$ cat src/rtl/pkt_hdr_dec.sv
module pkt_hdr_dec #(
  parameter int LEN_W = 12
) (
  input  logic             clk,
  input  logic             rst_n,
  input  logic             fifo_empty,
  input  logic [31:0]      fifo_data,
  output logic             fifo_pop,
  output logic             cmd_valid,
  output logic [9:0]       cmd_addr,
  output logic             cmd_ten_bit,
  output logic             cmd_read,
  output logic [LEN_W:0]   cmd_len,
  output logic [1:0]       cmd_end,
  output logic             tx_valid,
  output logic [7:0]       tx_byte,
  input  logic             tx_ready,
  input  logic             rx_valid,
  input  logic [7:0]       rx_byte,
  output logic             rxw_valid,
  output logic [31:0]      rxw_data,
  input  logic             eng_nak,
  input  logic             eng_done,
  output logic             pkt_done,
  output logic             nak_err,
  output logic             bad_hdr
);
  typedef enum logic [2:0] {S_IDLE, S_LEN, S_FLAGS, S_PAY, S_WAIT, S_DONE} st_t;

  st_t            st;
  logic [LEN_W:0] rem;
  logic [31:0]    wbuf;
  logic [2:0]     wcnt;
  logic [31:0]    rbuf;
  logic [1:0]     rcnt;
  logic           ign_nak;

  logic        nak_hit, tx_fire, rx_fire;
  logic [31:0] rx_merge;

  assign nak_hit  = eng_nak && !ign_nak && (st == S_PAY || st == S_WAIT);
  assign tx_valid = (st == S_PAY) && (wcnt != 3'd0);
  assign tx_byte  = wbuf[7:0];
  assign tx_fire  = tx_valid && tx_ready;
  assign rx_fire  = rx_valid && cmd_read && (st == S_WAIT) && !nak_err && (rem != '0);
  assign rx_merge = rbuf | ({24'd0, rx_byte} << {rcnt, 3'b000});
  assign pkt_done = (st == S_DONE);
  assign fifo_pop = !fifo_empty &&
                    ((st == S_IDLE) || (st == S_LEN) || (st == S_FLAGS) ||
                     ((st == S_PAY) && (wcnt == 3'd0) && !eng_nak));

  always_ff @(posedge clk or negedge rst_n) begin
    if (!rst_n) begin
      st          <= S_IDLE;
      rem         <= '0;
      wbuf        <= '0;
      wcnt        <= '0;
      rbuf        <= '0;
      rcnt        <= '0;
      ign_nak     <= 1'b0;
      cmd_valid   <= 1'b0;
      cmd_addr    <= '0;
      cmd_ten_bit <= 1'b0;
      cmd_read    <= 1'b0;
      cmd_len     <= '0;
      cmd_end     <= '0;
      rxw_valid   <= 1'b0;
      rxw_data    <= '0;
      nak_err     <= 1'b0;
      bad_hdr     <= 1'b0;
    end else begin
      cmd_valid <= 1'b0;
      rxw_valid <= 1'b0;
      case (st)
        S_IDLE: if (fifo_pop) begin
          if (fifo_data[4]) st <= S_LEN;
          else              bad_hdr <= 1'b1;
        end
        S_LEN: if (fifo_pop) begin
          rem     <= {1'b0, fifo_data[LEN_W-1:0]} + 1'b1;
          cmd_len <= {1'b0, fifo_data[LEN_W-1:0]} + 1'b1;
          st      <= S_FLAGS;
        end
        S_FLAGS: if (fifo_pop) begin
          cmd_read    <= fifo_data[19];
          cmd_ten_bit <= fifo_data[18];
          cmd_addr    <= fifo_data[18] ? fifo_data[9:0] : {3'b000, fifo_data[7:1]};
          cmd_end     <= fifo_data[16] ? 2'd1 : (fifo_data[15] ? 2'd2 : 2'd0);
          ign_nak     <= fifo_data[21];
          nak_err     <= 1'b0;
          cmd_valid   <= 1'b1;
          wcnt        <= '0;
          rcnt        <= '0;
          rbuf        <= '0;
          st          <= fifo_data[19] ? S_WAIT : S_PAY;
        end
        S_PAY: begin
          if (nak_hit) begin
            nak_err <= 1'b1;
            cmd_end <= 2'd0;
            wcnt    <= '0;
            st      <= S_WAIT;
          end else if (fifo_pop) begin
            wbuf <= fifo_data;
            wcnt <= 3'd4;
          end else if (tx_fire) begin
            wbuf <= wbuf >> 8;
            wcnt <= wcnt - 3'd1;
            rem  <= rem - 1'b1;
            if (rem == 1) begin
              wcnt <= '0;
              st   <= S_WAIT;
            end
          end
        end
        S_WAIT: begin
          if (nak_hit) begin
            nak_err <= 1'b1;
            cmd_end <= 2'd0;
          end
          if (rx_fire) begin
            rem <= rem - 1'b1;
            if (rcnt == 2'd3 || rem == 1) begin
              rxw_valid <= 1'b1;
              rxw_data  <= rx_merge;
              rbuf      <= '0;
              rcnt      <= '0;
            end else begin
              rbuf <= rx_merge;
              rcnt <= rcnt + 2'd1;
            end
          end
          if (eng_done) st <= S_DONE;
        end
        default: st <= S_IDLE;
      endcase
    end
  end
endmodule


$ cat config.mk
export PLATFORM = sky130hd
export DESIGN_NAME = pkt_hdr_dec
export DESIGN_NICKNAME = d
export VERILOG_FILES = /design/src/rtl/pkt_hdr_dec.sv
export SDC_FILE = /design/constraint.sdc
export NUM_CORES = 1
export LEC_CHECK = 0
export ABC_AREA = 1
export BUFFER_PORTS_ARGS = -buffer_cell sky130_fd_sc_hd__buf_4
export CORE_ASPECT_RATIO = 0.9
export CORE_MARGIN = 2
export CORE_UTILIZATION = 40
export CTS_BUF_LIST = sky130_fd_sc_hd__clkbuf_8
export CTS_CLUSTER_SIZE = 30
export DETAILED_ROUTE_END_ITERATION = 10
export RECOVER_POWER = 50
export SLEW_MARGIN = 20
export SYNTH_ARGS = -nofsm -noshare
export SYNTH_HDL_FRONTEND = slang
export SYNTH_SLANG_ARGS = --single-unit
$ cat constraint.sdc
create_clock -name clk -period 3.4 [get_ports clk]
set_input_delay 0.51 -clock clk [delete_from_list [all_inputs] [get_ports clk]]
set_output_delay 0.51 -clock clk [all_outputs]
set_load 0.05 [all_outputs]
* Word level (Yosys, flattened, before mapping) *
Cells that the tools add are included.
W data, S select, Z words.

storage, ports and cells
  output and inout bits = 74
  word-level logic and storage cells = 133
  register bits after elaboration = 149
  memories = 0
  bits in writable memories = 0
  input bits = 47
  latch bits = 0
  memory bits (read-only) = 0

operators by class
  reduce and logical (&&, ||, !) cells = 40
  multipliers = 0
  muxes and demuxes = 47
  bitwise logic cells = 3
  add/sub/neg operators = 4
  div/mod/pow operators = 0
  eq/ne operators = 21
  shift-type cells = 1
  order comparisons = 0

operator list
  cell                     number
  $mux W32                 5
  $mux W13                 5
  $pmux W32 S2             1
  $mux W3                  15
  $pmux W13 S3             1
  $or A32 B32 Y32          1
  $shl A8 B5 Y32           1
  $ne A2 B2 Y1 const B     9
  $reduce_and A3 Y1        6
  $pmux W3 S5              1
  $mux W2                  7
  $add A12 B1 Y13 const B  1
  $eq A13 B1 Y1 const B    1
  $reduce_bool A13 Y1      1
  $sub A13 B1 Y13 const B  1
  $logic_and A1 B1 Y1      11
  $mux W10                 1
  $pmux W2 S2              2
  $reduce_and A8 Y1        1
  $reduce_bool A2 Y1       4
  $mux W1                  7
  $eq A3 B2 Y1 const B     2
  $eq A3 B3 Y1 const B     2
  $logic_not A3 Y1         2
  other kinds (17)         28

* Longest topological paths before layout *
  depth in word-level cells = 8
  gate-level depth with buffers = 12
  mapped depth without buffers = 11

* Worst setup path before layout *
OpenSTA, ideal clock, no wires.

  path kind = register to output
  start = register wcnt[0]
  end = output port fifo_pop
  path buffers = 0
  data arrival time = 1.793 ns
  required time = 2.890 ns
  stages on the path, launching flop included = 7
  path slack = 1.097 ns
  path through = dfrtp_1 inv_1 ha_1 nand2_1 nor2_2 nor2_1 nor2_1

on the way
  longest elaborated chain between the ends = 5

ends and longest elaborated chain
  element                           line  text
  from (decl)                       33    logic [2:0] wcnt;
  from (signal assigned)            108   wcnt <= wcnt - 3'd1;
  $logic_not A3 Y1                  50    ((st == S_PAY) && (wcnt == 3'd0) && !eng_nak));
  $logic_and A1 B1 Y1 (2 in a row)  50
  $logic_or A1 B1 Y1                49    ((st == S_IDLE) || (st == S_LEN) || (st == S_FLAGS) ||
  $logic_and A1 B1 Y1               48    assign fifo_pop = !fifo_empty &&
  to (decl)                         8     output logic fifo_pop,

No other way between the ends.

* Worst setup path after layout *
  start = register st[2]
  end = output port fifo_pop

on the way
  longest elaborated chain between the ends = 5
  elaborated cells between the ends (all ways) = 10
  those cells by class = eq/ne (3); reduce/logical (7)

ends and longest elaborated chain
  element                                                                        line    text
  from (decl)                                                                    30      st_t st;
  from (signal assigned)                                                         95      st <= fifo_data[19] ? S_WAIT : S_PAY;
  $eq A3 B1 Y1 (tied with other cells)                                           49
  $logic_or A1 B1 Y1 / $logic_and A1 B1 Y1 (equally long branches) (2 in a row)  49, 50
  $logic_or A1 B1 Y1 (*)                                                         49
  $logic_and A1 B1 Y1 (*)                                                        48

Every way passes the cells marked *; elsewhere a longest branch is shown, timed or not.

==> summary.md <==
| Metric | Value |
|---|---|
| Max_cap viols | 1 |
| Vias | about 6500 |
| Area grow syn2layout | 17.0% |
| Clock transition at path regs | 80 ps |
| PD cells | 770 mW/mm² |
| Syn Nets | about 1000 |
| Failing checks | max-capacitance violations, max-slew violations |
| Final worst path period need | 2780 ps |
| Diodes inserted | 0 |
| Final net count | 1134 |
| Mean post-synth cell area | ~7.7 µm² |
| Critical Setup Path Class | register to output port |
| Worst Setup Start Kind | register |
| Drt drc | 0 |
| Iteration-0 DRC Markers | 497 |
| Type of the tightest min-delay check | primary input to register |
| Total wire length | 19.2 mm |
| Yosys top cell area share | 49.5% |
| Post-DP HPWL | 13.7 mm |
| Multi-input logic area | 0.00325 mm² |
| Drt via density | slightly below 5 |
| FMAX | between 300 and 400 MHz |
| Synth top area cells | dfrtp_1 (50%), nand2_1 (22%), o21ai_0 (5.9%), inv_1 (3.1%), nand3_1 (3.0%) |
| CTS sink cnt | about 150 |
| Sequential share of the synthesized area | 49.5% |
| Hold path start | fifo_data[16] |
| Setup crit end kind | output port |
| Logic gate share of total power | 40.8% |
| Vias in the first global route | 5974 |
| Post-synth EDFFs | 0 |
| Final setup violation count | 0 |
| Sequential Area | between 0.003 and 0.004 mm² |
| Largest net degree at the start of global routing | about 80 |
| Clk pwr share | 22.4% |
| CTS Hold Buffers Added | 0 |
| Util after Layout | 47.9% |
| Sequential power share | 36.7% |
| # port buffers | 120 |
| Gr usage total | 20.0% |
| Post-synthesis xor/xnor area fraction | less than 1% |
| CP Data Required Time | 2890 ps |
| Cts bufs inserted | 17 |
| Die Wd | 149 µm |
| Most common cell in the synthesized netlist | nand2_1 |
| Largest family of logic cells by synthesized area | simple AND/OR/NAND/NOR gates |
| Period utilization | 81.7% |
| Hold Path Sink | cmd_end[1]$_DFFE_PN0P_ |
| Fillcell total | roughly 1900 |
| # resized after CTS | 0 |
| Leading area contributor after synthesis | dfrtp_1 |
| Hold Worst Slack | approximately 240 ps |
| Clk buf depth | 2 |
| Slew Viols, Final | 77 |
| Synth Area in Compound Gates | 11.4% |
| Pint | around 3.8 mW |
| CTS root buffer | clkbuf_8 |
| Mapped Area | 0.00753 mm² |
| Top Ports | ~120 |
| Critical path arrival | 2270 ps |
| Worst reg2reg path startpoint | rcnt[0]$_DFFE_PN0P_ |
| RSZ-0062 raised after global routing | false |
| Layout cells sized above 1 | 14.2% |
| H-tree Lvls | 4 |
| CTS tree | yes |
| Ys async rst share | 100% |
| Worst R2R Path Depth | 6 |
| Cells after Synth | ~980 |
| Clock Skews | 18.2 ps |
| Global-route wire length before repair | 31.7 mm |
| Final hold violation count | 0 |
| Height of the chip | between 100 and 150 µm |
| Worst Hold Depth | 2 |
| Gpl congestion | a little over 0.8 |
| Switching power of the nets | 3.01 mW |
| Mux cell area share after synthesis | 0% |
| Synth cell count leaders | nand2_1 (436), dfrtp_1 (149), o21ai_0 (88) |
| Initial core utilization | 40.9% |
| # rows | 47 |
| Flops & latches, synth | 149 |
| Routed len/inst | 14.3 µm |
| Relative slew slack | -32.7% |
| Least-Margin Pin Slew | between 1500 and 2000 ps |
| Number of routed nets with antenna violations | 0 |
| Worst reg2reg setup slack | 1080 ps |
| Yosys cell types | 33 |
| Die area | 0.0199 mm² |
| Main synth FF type | dfrtp_1 |
| Total grt overflow | 0 |
| Status | finished with violations |
| Initial antenna violation count | 0 |
| Later-pin clock latency in the skew report | 450 ps |
| Adder-Cell Fraction of Synth Area | 1.16% |
| Maximum vdd drop | 401 µV |
| Synth Area in Simple Gates | 29.9% |
| Post-CTS setup buffer count | 0 |
| RR Endpoint | rbuf[1]$_DFFE_PN0P_ |
| Leakage | 4.61 nW |
| Core ar. | 0.0184 mm² |
| Worst-path fanout max | 9 |
| Switching share of power | ~44% |
| Syn. warnings | 0 |
| Setup total negative slack | 0 ps |
| Drt first pass iters | 5 |
==> metrics by stage <==
stage          power, mW  instance area (µm²)  instances  worst slack, ps
2_1_floorplan       4.65                 7530        981             1100
3_3_place_gp        5.36                 8520       1306             1100
3_5_place_dp        5.39                 8520       1306             1090
4_1_cts             6.92                 8950       1337              587
5_1_grt             7.28                 8810       1337              275
6_report            6.78                 8810       1337              624
==> cell families (layout without fill, tap and decap cells) <==
| group | Yosys count | count (layout) |
|---|---|---|
| AO/OA/AOI/OAI | 146 | 146 |
| XOR/XNOR | 7 | 7 |
| adder cells (fa/ha/maj) | 7 | 7 |
| buffers and inverters | 118 | 229 |
| flip-flops | 149 | 149 |
| AND/OR/NAND/NOR | 554 | 554 |
==> final cells by class <==
type | count | area share (%)
clock buffer | 17 | 2.66
clock inverter | 14 | 2.27
inverter | 73 | 3.14
multi-input combinational | 714 | 36.9
sequential | 149 | 42.3
tap | 245 | 3.48
timing repair buffer | 125 | 9.19
==> critical path, stage by stage, from the launching register on <==
cell and delay (ps):
dfrtp_1 430, inv_1 250, nand2_1 110, nor2_2 180, nor2_1 60, nor2_1 480, buf_4 310
==> cell usage in the layout (no fill, tap or decap), types with 8 or more instances in the layout <==
cell type,n
a31oi_1,9
nand3_1,45
clkbuf_1,37
o21ai_0,88
nor2_1,43
o21bai_1,22
dfrtp_1,149
o21ai_1,8
buf_4,86
inv_1,65
nand2_1,436
clkbuf_8,17
==> metal layers <==
metal | track usage (%) | vias up | part of all wire (%)
met4 | 4.55 | 0 | 0.97
li1 | - | 3301 | -
met3 | 4.46 | 12 | 4.5
met5 | 0 | - | 0
met1 | 30.1 | 3034 | 50
met2 | 29.5 | 117 | 45
==> power groups by stage <==
stage / registers, mW / clock network [mW] / logic, mW
after global routing: 2.55 / 1.64 / 3.09
after CTS: 2.50 / 1.56 / 2.87
after detailed placement: 2.53 / 0 / 2.86
final: 2.49 / 1.52 / 2.77
after global placement: 2.52 / 0 / 2.84
after floorplan: 2.99 / 0 / 1.67
==> sequential cells by signal (all words and copies together) (netlist names), 2 cells and up <==
name	flops
cmd_addr	10
wbuf	32
cmd_len	13
rbuf	32
wcnt	3
rem	13
cmd_end	2
st	3
rxw_data	32
rcnt	2
==> worst max-delay path by stage <==
| stage | from | endpoint | cells after the start |
|---|---|---|---|
| final | st[2]$_DFFE_PN0P_ | fifo_pop | 6 |
| after global routing | rst_n | cmd_len[6]$_DFFE_PN0P_ | 2 |
| after CTS | wcnt[0]$_DFFE_PN0P_ | fifo_pop | 7 |
| after detailed placement | wcnt[0]$_DFFE_PN0P_ | fifo_pop | 7 |
| after global placement | wcnt[0]$_DFFE_PN0P_ | fifo_pop | 7 |
| after floorplan | wcnt[0]$_DFFE_PN0P_ | fifo_pop | 6 |
No activity file was read; power rests on OpenSTA's default activity.
